## src/rtl/cmo_pkg.sv

```systemverilog
package cmo_pkg;

  typedef enum logic [1:0] {
    OP_INVAL = 2'b00,
    OP_CLEAN = 2'b01,
    OP_FLUSH = 2'b10,
    OP_RSVD  = 2'b11
  } cmo_op_e;

  typedef enum logic [2:0] {
    ST_IDLE,
    ST_LOOKUP,
    ST_WBACK,
    ST_UPDATE,
    ST_DONE
  } cmo_state_e;

  // What a looked-up command will do to its line
  typedef struct packed {
    logic touch;      // line is modified in UPDATE
    logic wb;         // a write transfer precedes the update
    logic clr_valid;
    logic clr_dirty;
    logic err;        // reserved opcode
  } cmo_act_t;

endpackage

```

## src/rtl/cmo_line_store.sv

```systemverilog
module cmo_line_store #(
  parameter int IDX_W  = 3,
  parameter int TAG_W  = 6,
  parameter int LINE_W = 64
) (
  input  logic              clk,
  input  logic              rst_n,
  input  logic              fill_en,
  input  logic [IDX_W-1:0]  fill_idx,
  input  logic [TAG_W-1:0]  fill_tag,
  input  logic [LINE_W-1:0] fill_data,
  input  logic              fill_dirty,
  input  logic              upd_en,
  input  logic [IDX_W-1:0]  upd_idx,
  input  logic              upd_clr_valid,
  input  logic              upd_clr_dirty,
  input  logic [IDX_W-1:0]  rda_idx,
  output logic              rda_valid,
  output logic [TAG_W-1:0]  rda_tag,
  output logic [LINE_W-1:0] rda_data,
  input  logic [IDX_W-1:0]  rdb_idx,
  output logic              rdb_valid,
  output logic              rdb_dirty,
  output logic [TAG_W-1:0]  rdb_tag,
  output logic [LINE_W-1:0] rdb_data
);

  localparam int DEPTH = 1 << IDX_W;

  logic [DEPTH-1:0]  vld_q;
  logic [DEPTH-1:0]  drt_q;
  logic [TAG_W-1:0]  tag_q  [DEPTH];
  logic [LINE_W-1:0] data_q [DEPTH];
  logic [DEPTH-1:0]  fill_sel;
  logic [DEPTH-1:0]  upd_sel;

  for (genvar g = 0; g < DEPTH; g++) begin : g_sel
    assign fill_sel[g] = fill_en && (fill_idx == IDX_W'(g));
    assign upd_sel[g]  = upd_en  && (upd_idx  == IDX_W'(g));
  end

  // State bits: reset to invalid and clean
  always_ff @(posedge clk or negedge rst_n) begin
    if (!rst_n) begin
      vld_q <= '0;
      drt_q <= '0;
    end else begin
      for (int i = 0; i < DEPTH; i++) begin
        if (fill_sel[i]) begin
          vld_q[i] <= 1'b1;
          drt_q[i] <= fill_dirty;
        end else if (upd_sel[i]) begin
          if (upd_clr_valid) vld_q[i] <= 1'b0;
          if (upd_clr_dirty) drt_q[i] <= 1'b0;
        end
      end
    end
  end

  // Tag and data arrays: no reset, written only on fill
  always_ff @(posedge clk) begin
    for (int i = 0; i < DEPTH; i++) begin
      if (fill_sel[i]) begin
        tag_q[i]  <= fill_tag;
        data_q[i] <= fill_data;
      end
    end
  end

  assign rda_valid = vld_q[rda_idx];
  assign rda_tag   = tag_q[rda_idx];
  assign rda_data  = data_q[rda_idx];
  assign rdb_valid = vld_q[rdb_idx];
  assign rdb_dirty = drt_q[rdb_idx];
  assign rdb_tag   = tag_q[rdb_idx];
  assign rdb_data  = data_q[rdb_idx];

endmodule

```

## src/rtl/cmo_act_dec.sv

```systemverilog
module cmo_act_dec
  import cmo_pkg::*;
#(
  parameter bit INVAL_AS_FLUSH = 1'b0
) (
  input  cmo_op_e  op,
  input  logic     hit,
  input  logic     dirty,
  output cmo_act_t act
);

  always_comb begin
    act = '0;
    unique case (op)
      OP_INVAL: begin
        act.touch     = hit;
        act.wb        = hit && dirty && INVAL_AS_FLUSH;
        act.clr_valid = 1'b1;
        act.clr_dirty = 1'b1;
      end
      OP_CLEAN: begin
        act.touch     = hit;
        act.wb        = hit && dirty;
        act.clr_dirty = 1'b1;
      end
      OP_FLUSH: begin
        act.touch     = hit;
        act.wb        = hit && dirty;
        act.clr_valid = 1'b1;
        act.clr_dirty = 1'b1;
      end
      default: begin
        act.err = 1'b1;
      end
    endcase
  end

endmodule

```

## src/rtl/cmo_ctrl.sv

```systemverilog
module cmo_ctrl
  import cmo_pkg::*;
#(
  parameter int IDX_W          = 3,
  parameter int TAG_W          = 6,
  parameter bit INVAL_AS_FLUSH = 1'b0,
  localparam int LADDR_W       = IDX_W + TAG_W
) (
  input  logic               clk,
  input  logic               rst_n,
  input  logic               cmd_valid,
  input  logic [1:0]         cmd_op,
  input  logic [LADDR_W-1:0] cmd_line,
  output logic               cmd_ready,
  output logic               acc_ready,
  output logic [LADDR_W-1:0] line_q,
  input  logic               look_valid,
  input  logic               look_dirty,
  input  logic [TAG_W-1:0]   look_tag,
  output logic               wb_valid,
  input  logic               wb_ready,
  output logic               upd_en,
  output logic               upd_clr_valid,
  output logic               upd_clr_dirty,
  output logic               done,
  output logic               err
);

  cmo_state_e state_q, state_d;
  cmo_op_e    op_q;
  cmo_act_t   act_q, act_d;
  logic       hit;
  logic       accept;
  logic       look_en;

  assign accept  = cmd_valid && (state_q == ST_IDLE);
  assign look_en = (state_q == ST_LOOKUP);
  assign hit     = look_valid && (look_tag == line_q[LADDR_W-1 -: TAG_W]);

  cmo_act_dec #(.INVAL_AS_FLUSH(INVAL_AS_FLUSH)) u_dec (
    .op    (op_q),
    .hit   (hit),
    .dirty (look_dirty),
    .act   (act_d)
  );

  // Next-state logic
  always_comb begin
    state_d = state_q;
    unique case (state_q)
      ST_IDLE:   if (cmd_valid) state_d = ST_LOOKUP;
      ST_LOOKUP: begin
        if (!act_d.touch)   state_d = ST_DONE;
        else if (act_d.wb)  state_d = ST_WBACK;
        else                state_d = ST_UPDATE;
      end
      ST_WBACK:  if (wb_ready) state_d = ST_UPDATE;
      ST_UPDATE: state_d = ST_DONE;
      ST_DONE:   state_d = ST_IDLE;
      default:   state_d = ST_IDLE;
    endcase
  end

  always_ff @(posedge clk or negedge rst_n) begin
    if (!rst_n) state_q <= ST_IDLE;
    else        state_q <= state_d;
  end

  // Command capture, enabled on acceptance
  always_ff @(posedge clk or negedge rst_n) begin
    if (!rst_n) begin
      op_q   <= OP_INVAL;
      line_q <= '0;
    end else if (accept) begin
      op_q   <= cmo_op_e'(cmd_op);
      line_q <= cmd_line;
    end
  end

  // Decision capture, enabled in the lookup cycle
  always_ff @(posedge clk or negedge rst_n) begin
    if (!rst_n)       act_q <= '0;
    else if (look_en) act_q <= act_d;
  end

  assign cmd_ready     = (state_q == ST_IDLE);
  assign acc_ready     = (state_q == ST_IDLE);
  assign wb_valid      = (state_q == ST_WBACK);
  assign upd_en        = (state_q == ST_UPDATE);
  assign upd_clr_valid = act_q.clr_valid;
  assign upd_clr_dirty = act_q.clr_dirty;
  assign done          = (state_q == ST_DONE);
  assign err           = (state_q == ST_DONE) && act_q.err;

endmodule

```

## src/rtl/cmo_unit.sv

```systemverilog
module cmo_unit #(
  parameter int  ADDR_W         = 12,
  parameter int  LINE_W         = 64,
  parameter int  IDX_W          = 3,
  parameter bit  INVAL_AS_FLUSH = 1'b0,
  localparam int OFF_W          = $clog2(LINE_W / 8),
  localparam int LADDR_W        = ADDR_W - OFF_W,
  localparam int TAG_W          = LADDR_W - IDX_W
) (
  input  logic               clk,
  input  logic               rst_n,
  input  logic               cmd_valid,
  output logic               cmd_ready,
  input  logic [1:0]         cmd_op,
  input  logic [LADDR_W-1:0] cmd_line,
  output logic               done,
  output logic               err,
  input  logic               acc_valid,
  output logic               acc_ready,
  input  logic               acc_write,
  input  logic [LADDR_W-1:0] acc_line,
  input  logic [LINE_W-1:0]  acc_wdata,
  input  logic [LADDR_W-1:0] probe_line,
  output logic               probe_hit,
  output logic [LINE_W-1:0]  probe_data,
  output logic               wb_valid,
  input  logic               wb_ready,
  output logic [ADDR_W-1:0]  wb_addr,
  output logic [LINE_W-1:0]  wb_data
);

  logic [LADDR_W-1:0] busy_line;
  logic               look_valid, look_dirty;
  logic [TAG_W-1:0]   look_tag;
  logic               upd_en, upd_clr_valid, upd_clr_dirty;
  logic               pa_valid;
  logic [TAG_W-1:0]   pa_tag;
  logic               fill_en;

  assign fill_en = acc_valid && acc_ready;

  cmo_ctrl #(
    .IDX_W          (IDX_W),
    .TAG_W          (TAG_W),
    .INVAL_AS_FLUSH (INVAL_AS_FLUSH)
  ) u_ctrl (
    .clk           (clk),
    .rst_n         (rst_n),
    .cmd_valid     (cmd_valid),
    .cmd_op        (cmd_op),
    .cmd_line      (cmd_line),
    .cmd_ready     (cmd_ready),
    .acc_ready     (acc_ready),
    .line_q        (busy_line),
    .look_valid    (look_valid),
    .look_dirty    (look_dirty),
    .look_tag      (look_tag),
    .wb_valid      (wb_valid),
    .wb_ready      (wb_ready),
    .upd_en        (upd_en),
    .upd_clr_valid (upd_clr_valid),
    .upd_clr_dirty (upd_clr_dirty),
    .done          (done),
    .err           (err)
  );

  cmo_line_store #(
    .IDX_W  (IDX_W),
    .TAG_W  (TAG_W),
    .LINE_W (LINE_W)
  ) u_store (
    .clk           (clk),
    .rst_n         (rst_n),
    .fill_en       (fill_en),
    .fill_idx      (acc_line[IDX_W-1:0]),
    .fill_tag      (acc_line[LADDR_W-1:IDX_W]),
    .fill_data     (acc_wdata),
    .fill_dirty    (acc_write),
    .upd_en        (upd_en),
    .upd_idx       (busy_line[IDX_W-1:0]),
    .upd_clr_valid (upd_clr_valid),
    .upd_clr_dirty (upd_clr_dirty),
    .rda_idx       (probe_line[IDX_W-1:0]),
    .rda_valid     (pa_valid),
    .rda_tag       (pa_tag),
    .rda_data      (probe_data),
    .rdb_idx       (busy_line[IDX_W-1:0]),
    .rdb_valid     (look_valid),
    .rdb_dirty     (look_dirty),
    .rdb_tag       (look_tag),
    .rdb_data      (wb_data)
  );

  assign probe_hit = pa_valid && (pa_tag == probe_line[LADDR_W-1:IDX_W]);
  assign wb_addr   = {busy_line, {OFF_W{1'b0}}};

endmodule

```

## config.mk

```make
export PLATFORM = sky130hd
export DESIGN_NAME = cmo_unit
export DESIGN_NICKNAME = d
export VERILOG_FILES = /design/src/rtl/cmo_pkg.sv /design/src/rtl/cmo_line_store.sv /design/src/rtl/cmo_act_dec.sv /design/src/rtl/cmo_ctrl.sv /design/src/rtl/cmo_unit.sv
export SDC_FILE = /design/constraint.sdc
export NUM_CORES = 1
export LEC_CHECK = 0
export BUFFER_PORTS_ARGS = -buffer_cell sky130_fd_sc_hd__buf_2
export CORE_ASPECT_RATIO = 1.5
export CORE_UTILIZATION = 47
export DETAILED_ROUTE_END_ITERATION = 12
export PLACE_DENSITY = 0.73
export SYNTH_ARGS = -nofsm -noshare
export SYNTH_HDL_FRONTEND = slang
export SYNTH_SLANG_ARGS = --single-unit
```

## constraint.sdc

```tcl
create_clock -name clk -period 12.6 [get_ports clk]
set_clock_uncertainty 0.15 [all_clocks]
set_input_delay 1.89 -clock clk [delete_from_list [all_inputs] [get_ports clk]]
set_output_delay 1.89 -clock clk [all_outputs]
set_load 0.01 [all_outputs]
```

==> flow_summary.ini, run 1 <==
[synth]
ys_seq_area_frac = 0.653
syn_area_um2 = 27000
async_flop_share = 0.0556
netlist_instances = 1278
synth_warnings = 0
yosys_register_bits = 593
synth_edf_count = 560
syn_area_per_cell_um2 = 21.2
synthFlopType = edfxtp_1
synth_cell_type_count = 53

[sta]
fin_ws_ns = 5.68
slew_violations = 0
setup_viol = 0
hold_viol = 0
worst_slew_pin_slew_ns = 1.13
max_slew_margin = 0.249
setup-tns-final_ns = 0
fmax_mhz = 145
rsz0062_at_grt = false
final.min_clock_period_ns = 6.92
fin_crit_sh = 0.549

[final_layout]
drive_above_1_share = 0.495
area_delta_synth_final_pct = 14.1
nets = 1614
final_util = 0.543
fin_area_um2 = 30800

[outcome]
outcome = finished clean

[cts]
path_clk_slew_ns = 0.06
h-tree-depth = 2
cts_tree = built
cts-hold-fix-buffers = 0
cts_resized = 0
cts-root-buf = clkbuf_16
clockBufferDepth = 3
cts_sinks = 593
cts_setup_buffers = 0
cts_made_buffers = 55
clk-insertion-delay-late_ns = 0.58

[pwr]
switching_share = 0.289
vdd_ir_drop_max_uv = 135
power_frac_comb = 0.292
switchingPower_mw = 1.67
p_int_mw = 4.11
clockPowerShare = 0.295
p_leak_nw = 10.2
powerDensity_nw_per_um2 = 188
seqPwrFrac = 0.413

[global_route]
grt_pass1_wl_mm = 92.9
gr-total-overflow = 0
grt_max_degree = 76
antenna_found_initial = 11
grtUsageTotal = 0.218
grt_pass1_vias = 15300

[critical_path]
worstRegToRegCells = 5
critPathLaunchType = primary input
crit_slowest_cell = buf_4
worst_r2r_endpoint = u_store.data_q[1][55]
crit_buf_inv = 3
arrival_ns = 4.88
crit_chain = buf_6, buf_4, mux4_2, xnor2_1, nand3_1, o21ai_1, nand4_1, nor3_2, buf_2
max_stage_delay_ns = 0.94
path_class = in2out
required_ns = 10.56
worstPathMaxFanout = 75
end_kind = output pin
cp_top_family = buffers and inverters
reg2reg_setup_slack_ns = 8.78
rr_startpoint = u_ctrl.state_q[1]

[floorplan]
die_x_um = 198
fp.coreArea_um2 = 56800
dieHeight_um = 296
num_io_pins = 245
rows = 107
die-area_um2 = 58500
initial_utilization = 0.476

[routing]
antenna_left = 0
vias = 14000
drc = 0
viasPerCell = 6.04
drt_iter0_drc = 871
wire_per_inst_um = 27.2
wl_mm = 63.2
drtPass1Iterations = 5

[placement]
dpl_cell_area_um2 = 29000
gp_congestion = 0.773
pre_cts_slack_ns = 5.57
hpwl_mm = 36.7
io_buffers = 241

[run]
max-cap-violations = 0

[min_path]
hold_path.class = reg2reg
hold_depth = 2
hold_start = u_ctrl.act_q[0]
hold_end = u_ctrl.act_q[0]
==> stage by stage <==
step | hold WS (ns) | cells | power [mW]
detailed placement | 0.313 | 2218 | 4.15
global route | 0.362 | 2323 | 6.02
CTS | 0.330 | 2318 | 5.86
finish | 0.326 | 2324 | 5.79
global placement | 0.321 | 2218 | 4.12
floorplan | 0.288 | 1280 | 3.61
==> cell families (layout without fill, tap and decap cells) <==
group	count (synthesis)	count (layout)	synth area share
mux	442	442	0.296
compound gates	61	61	0.0137
flops	593	593	0.653
other cells	1	9	0.000139
simple gates	70	70	0.0137
xor+xnor	10	10	0.00352
buf+inv	98	373	0.0192
fa+ha+maj	3	3	0.00139
==> Yosys cell counts, types with 6 or more instances <==
master	instances	area share
a22oi_1	7	0.0019
buf_1	8	0.0011
buf_2	43	0.0080
buf_6	6	0.0025
clkbuf_1	27	0.0037
dfrtp_1	33	0.031
edfxtp_1	560	0.62
inv_1	6	0.00083
mux2_2	134	0.056
mux2i_1	33	0.012
mux4_2	272	0.23
nand2_1	25	0.0035
nand2b_1	6	0.0014
nor2_1	11	0.0015
o21ai_0	36	0.0067
==> cell type report <==
type | instances | area (µm²)
Antenna cell | 6 | 15.0
Multi-Input combinational cell | 589 | 8940
Clock buffer | 65 | 1410
Fill cell | 4448 | 25900
Clock inverter | 35 | 423
Inverter | 6 | 22.5
Timing Repair Buffer | 267 | 1420
Sequential cell | 593 | 17700
Tap cell | 763 | 955
==> worst register-to-register path: stages, from the launching register on <==
cell and delay [ns]:
dfrtp_1 0.51, nor3_1 0.51, nand3b_1 0.48, nor2_4 0.53, buf_4 0.58, buf_4 0.63
==> worst max path at each step <==
stage,startpoint,endpoint,slack [ns],depth (start not counted)
2_1_floorplan,acc_line[2],u_store.drt_q[0],4.57,3
3_3_place_gp,probe_line[1],probe_hit,5.56,9
3_5_place_dp,probe_line[0],probe_hit,5.57,7
4_1_cts,probe_line[0],probe_hit,5.57,7
5_1_grt,probe_line[0],probe_hit,5.40,7
6_report,probe_line[1],probe_hit,5.68,9
==> flip-flops by register name, indices dropped and copies added (netlist names) <==
| name | flops |
|---|---|
| u_store.data_q | 512 |
| u_ctrl.line_q | 9 |
| u_ctrl.upd_clr_dirty | 1 |
| u_ctrl.act_q | 1 |
| u_store.drt_q | 8 |
| u_store.vld_q | 8 |
| u_ctrl.op_q | 2 |
| u_ctrl.upd_clr_valid | 1 |
| u_ctrl.state_q | 3 |
| u_store.tag_q | 48 |
==> per-layer routing <==
metal / part of all wire / global-route usage
met1: 0.37 / 0.249
met2: 0.55 / 0.400
met3: 0.057 / 0.0444
met4: 0.029 / 0.0809
met5: 0.0013 / 0
==> power by group through the flow <==
stage	clock network [mW]	logic, mW	registers (mW)
after floorplan	0	1.26	2.35
after global placement	0	1.70	2.43
after detailed placement	0	1.71	2.44
after CTS	1.74	1.72	2.40
after global routing	1.81	1.81	2.41
final	1.71	1.69	2.39
==> layout by cell type (no fill, tap or decap), drive strengths merged, types with 2 or more instances in the layout <==
cell type	netlist	layout
a21oi	5	5
a22oi	7	7
and2	3	3
and3	2	2
buf	64	267
bufinv	0	10
clkbuf	28	65
clkinv	0	22
conb	1	3
dfrtp	33	33
diode	0	6
edfxtp	560	560
ha	3	3
inv	6	8
mux2	137	137
mux2i	33	33
mux4	272	272
nand2	25	25
nand2b	6	6
nand3	4	4
nand4	4	4
nand4b	2	2
nor2	11	11
nor2b	3	3
nor3	5	5
o21ai	38	38
o31ai	2	2
xnor2	4	4
xor2	6	6
Note: power is estimated with default switching activity, not from simulation.
==> inputs of run 2 (changes only) <==
PLACE_DENSITY = 0.76   (was 0.73)
clock period = 6.35 ns   (was 12.6 ns; I/O delays follow)
==> flow_summary.ini, run 2 (same netlist as run 1, synthesis figures left out) <==
[cts]
cts_made_buffers = 55
cts-hold-fix-buffers = 0
cts_resized = 0
h-tree-depth = 2
clockBufferDepth = 3
cts_setup_buffers = 0
clk-insertion-delay-late_ns = 0.59
cts-root-buf = clkbuf_16
cts_sinks = 593
path_clk_slew_ns = 0.06
cts_tree = built

[sta]
slew_violations = 0
fin_crit_sh = 0.688
fmax_mhz = 229
hold_ws_ns = 0.272
hold_viol = 0
max_slew_margin = 0.316
final.min_clock_period_ns = 4.37
rsz0062_at_grt = false
fin_ws_ns = 1.98
worst_slew_pin_slew_ns = 1.02
setup_viol = 0
setup-tns-final_ns = 0

[critical_path]
crit_start = probe_line[0]
end_kind = output pin
worstPathMaxFanout = 74
critPathLaunchType = primary input
arrival_ns = 3.27
reg2reg_setup_slack_ns = 2.70
path_class = in2out
required_ns = 5.25
rr_startpoint = u_ctrl.state_q[1]

[final_layout]
multi_input_area_um2 = 8950
layout_commonest_cell = edfxtp_1
fill_cells = 4365
regArea_um2 = 17700
regMostFlops = u_store.data_q
top_regs = u_store.data_q (512), u_store.tag_q (48), u_ctrl.line_q (9)
final_cell_mix = edfxtp_1, mux4_2, buf_2, mux2_2, clkbuf_16
area_delta_synth_final_pct = 14.7
drive_above_1_share = 0.501
nets = 1612
largest_reg_flops = 512
fin_area_um2 = 31000

[placement]
io_buffers = 241
gp_congestion = 0.769
hpwl_mm = 36.3
pre_cts_slack_ns = 1.89
dpl_cell_area_um2 = 29100

[routing]
antenna_left = 0
viasPerCell = 6.00
vias = 13900
wire_per_inst_um = 27.0
drc = 0
drtPass1Iterations = 5
wl_mm = 62.6
drt_iter0_drc = 769

[pwr]
p_leak_nw = 10.3
vdd_ir_drop_max_uv = 397
powerDensity_nw_per_um2 = 374

[global_route]
grt_max_degree = 83
grtUsageTotal = 0.217
antenna_found_initial = 9
grt_pass1_vias = 15200
gr-total-overflow = 0
grt_pass1_wl_mm = 92.6

[run]
max-cap-violations = 0

[floorplan]
die-area_um2 = 58500
die_x_um = 198
num_io_pins = 245
fp.coreArea_um2 = 56800
rows = 107
initial_utilization = 0.476
dieHeight_um = 296

[min_path]
hold_path.class = in2async

[outcome]
outcome = finished clean
## run 2: final cells by class
type | count | area share
Sequential cell | 593 | 0.569
Clock inverter | 32 | 0.0132
Timing Repair Buffer | 265 | 0.0477
Multi-Input combinational cell | 589 | 0.289
Inverter | 6 | 0.000726
Clock buffer | 70 | 0.0492
Antenna cell | 4 | 0.000323
Tap cell | 763 | 0.0308
## run 2: path summary, 6_finish.rpt
kind	end	cells past startpoint
setup / recovery	probe_data[58]	5
hold / removal	u_ctrl.state_q[0]	1
max in group asynchronous	u_ctrl.line_q[0]	1
min in group clk	u_ctrl.act_q[0]	2
setup reg to reg	u_store.data_q[1][49]	4
hold reg to reg	u_ctrl.act_q[0]	2
## run 2: where the power goes
part	internal (mW)	leakage, nW	switching [mW]	total [mW]
clock network	2.07	0.938	1.44	3.50
registers	4.49	5.43	0.267	4.75
logic	1.69	3.88	1.66	3.35
## run 2: metrics by stage
stage                      util  std cells  power, mW
after floorplan               -       1280       7.17
after global placement    0.512       2216       8.19
after detailed placement  0.512       2216       8.25
after CTS                 0.546       2318       11.7
after global routing      0.546       2322       12.1
final                     0.546       2322       11.6
## run 2: per-layer routing
metal | vias to the layer above | part of all wire | track usage
met5 | - | 0.00085 | 0
met1 | 7445 | 0.37 | 0.253
met2 | 409 | 0.56 | 0.403
li1 | 5948 | - | -
met3 | 118 | 0.050 | 0.0373
met4 | 10 | 0.025 | 0.0722
## run 2: worst max-delay path, stage by stage
cell	delay (ns)
buf_8	0.58
buf_12	0.57
mux4_2	0.60
mux2_2	0.31
buf_2	0.15
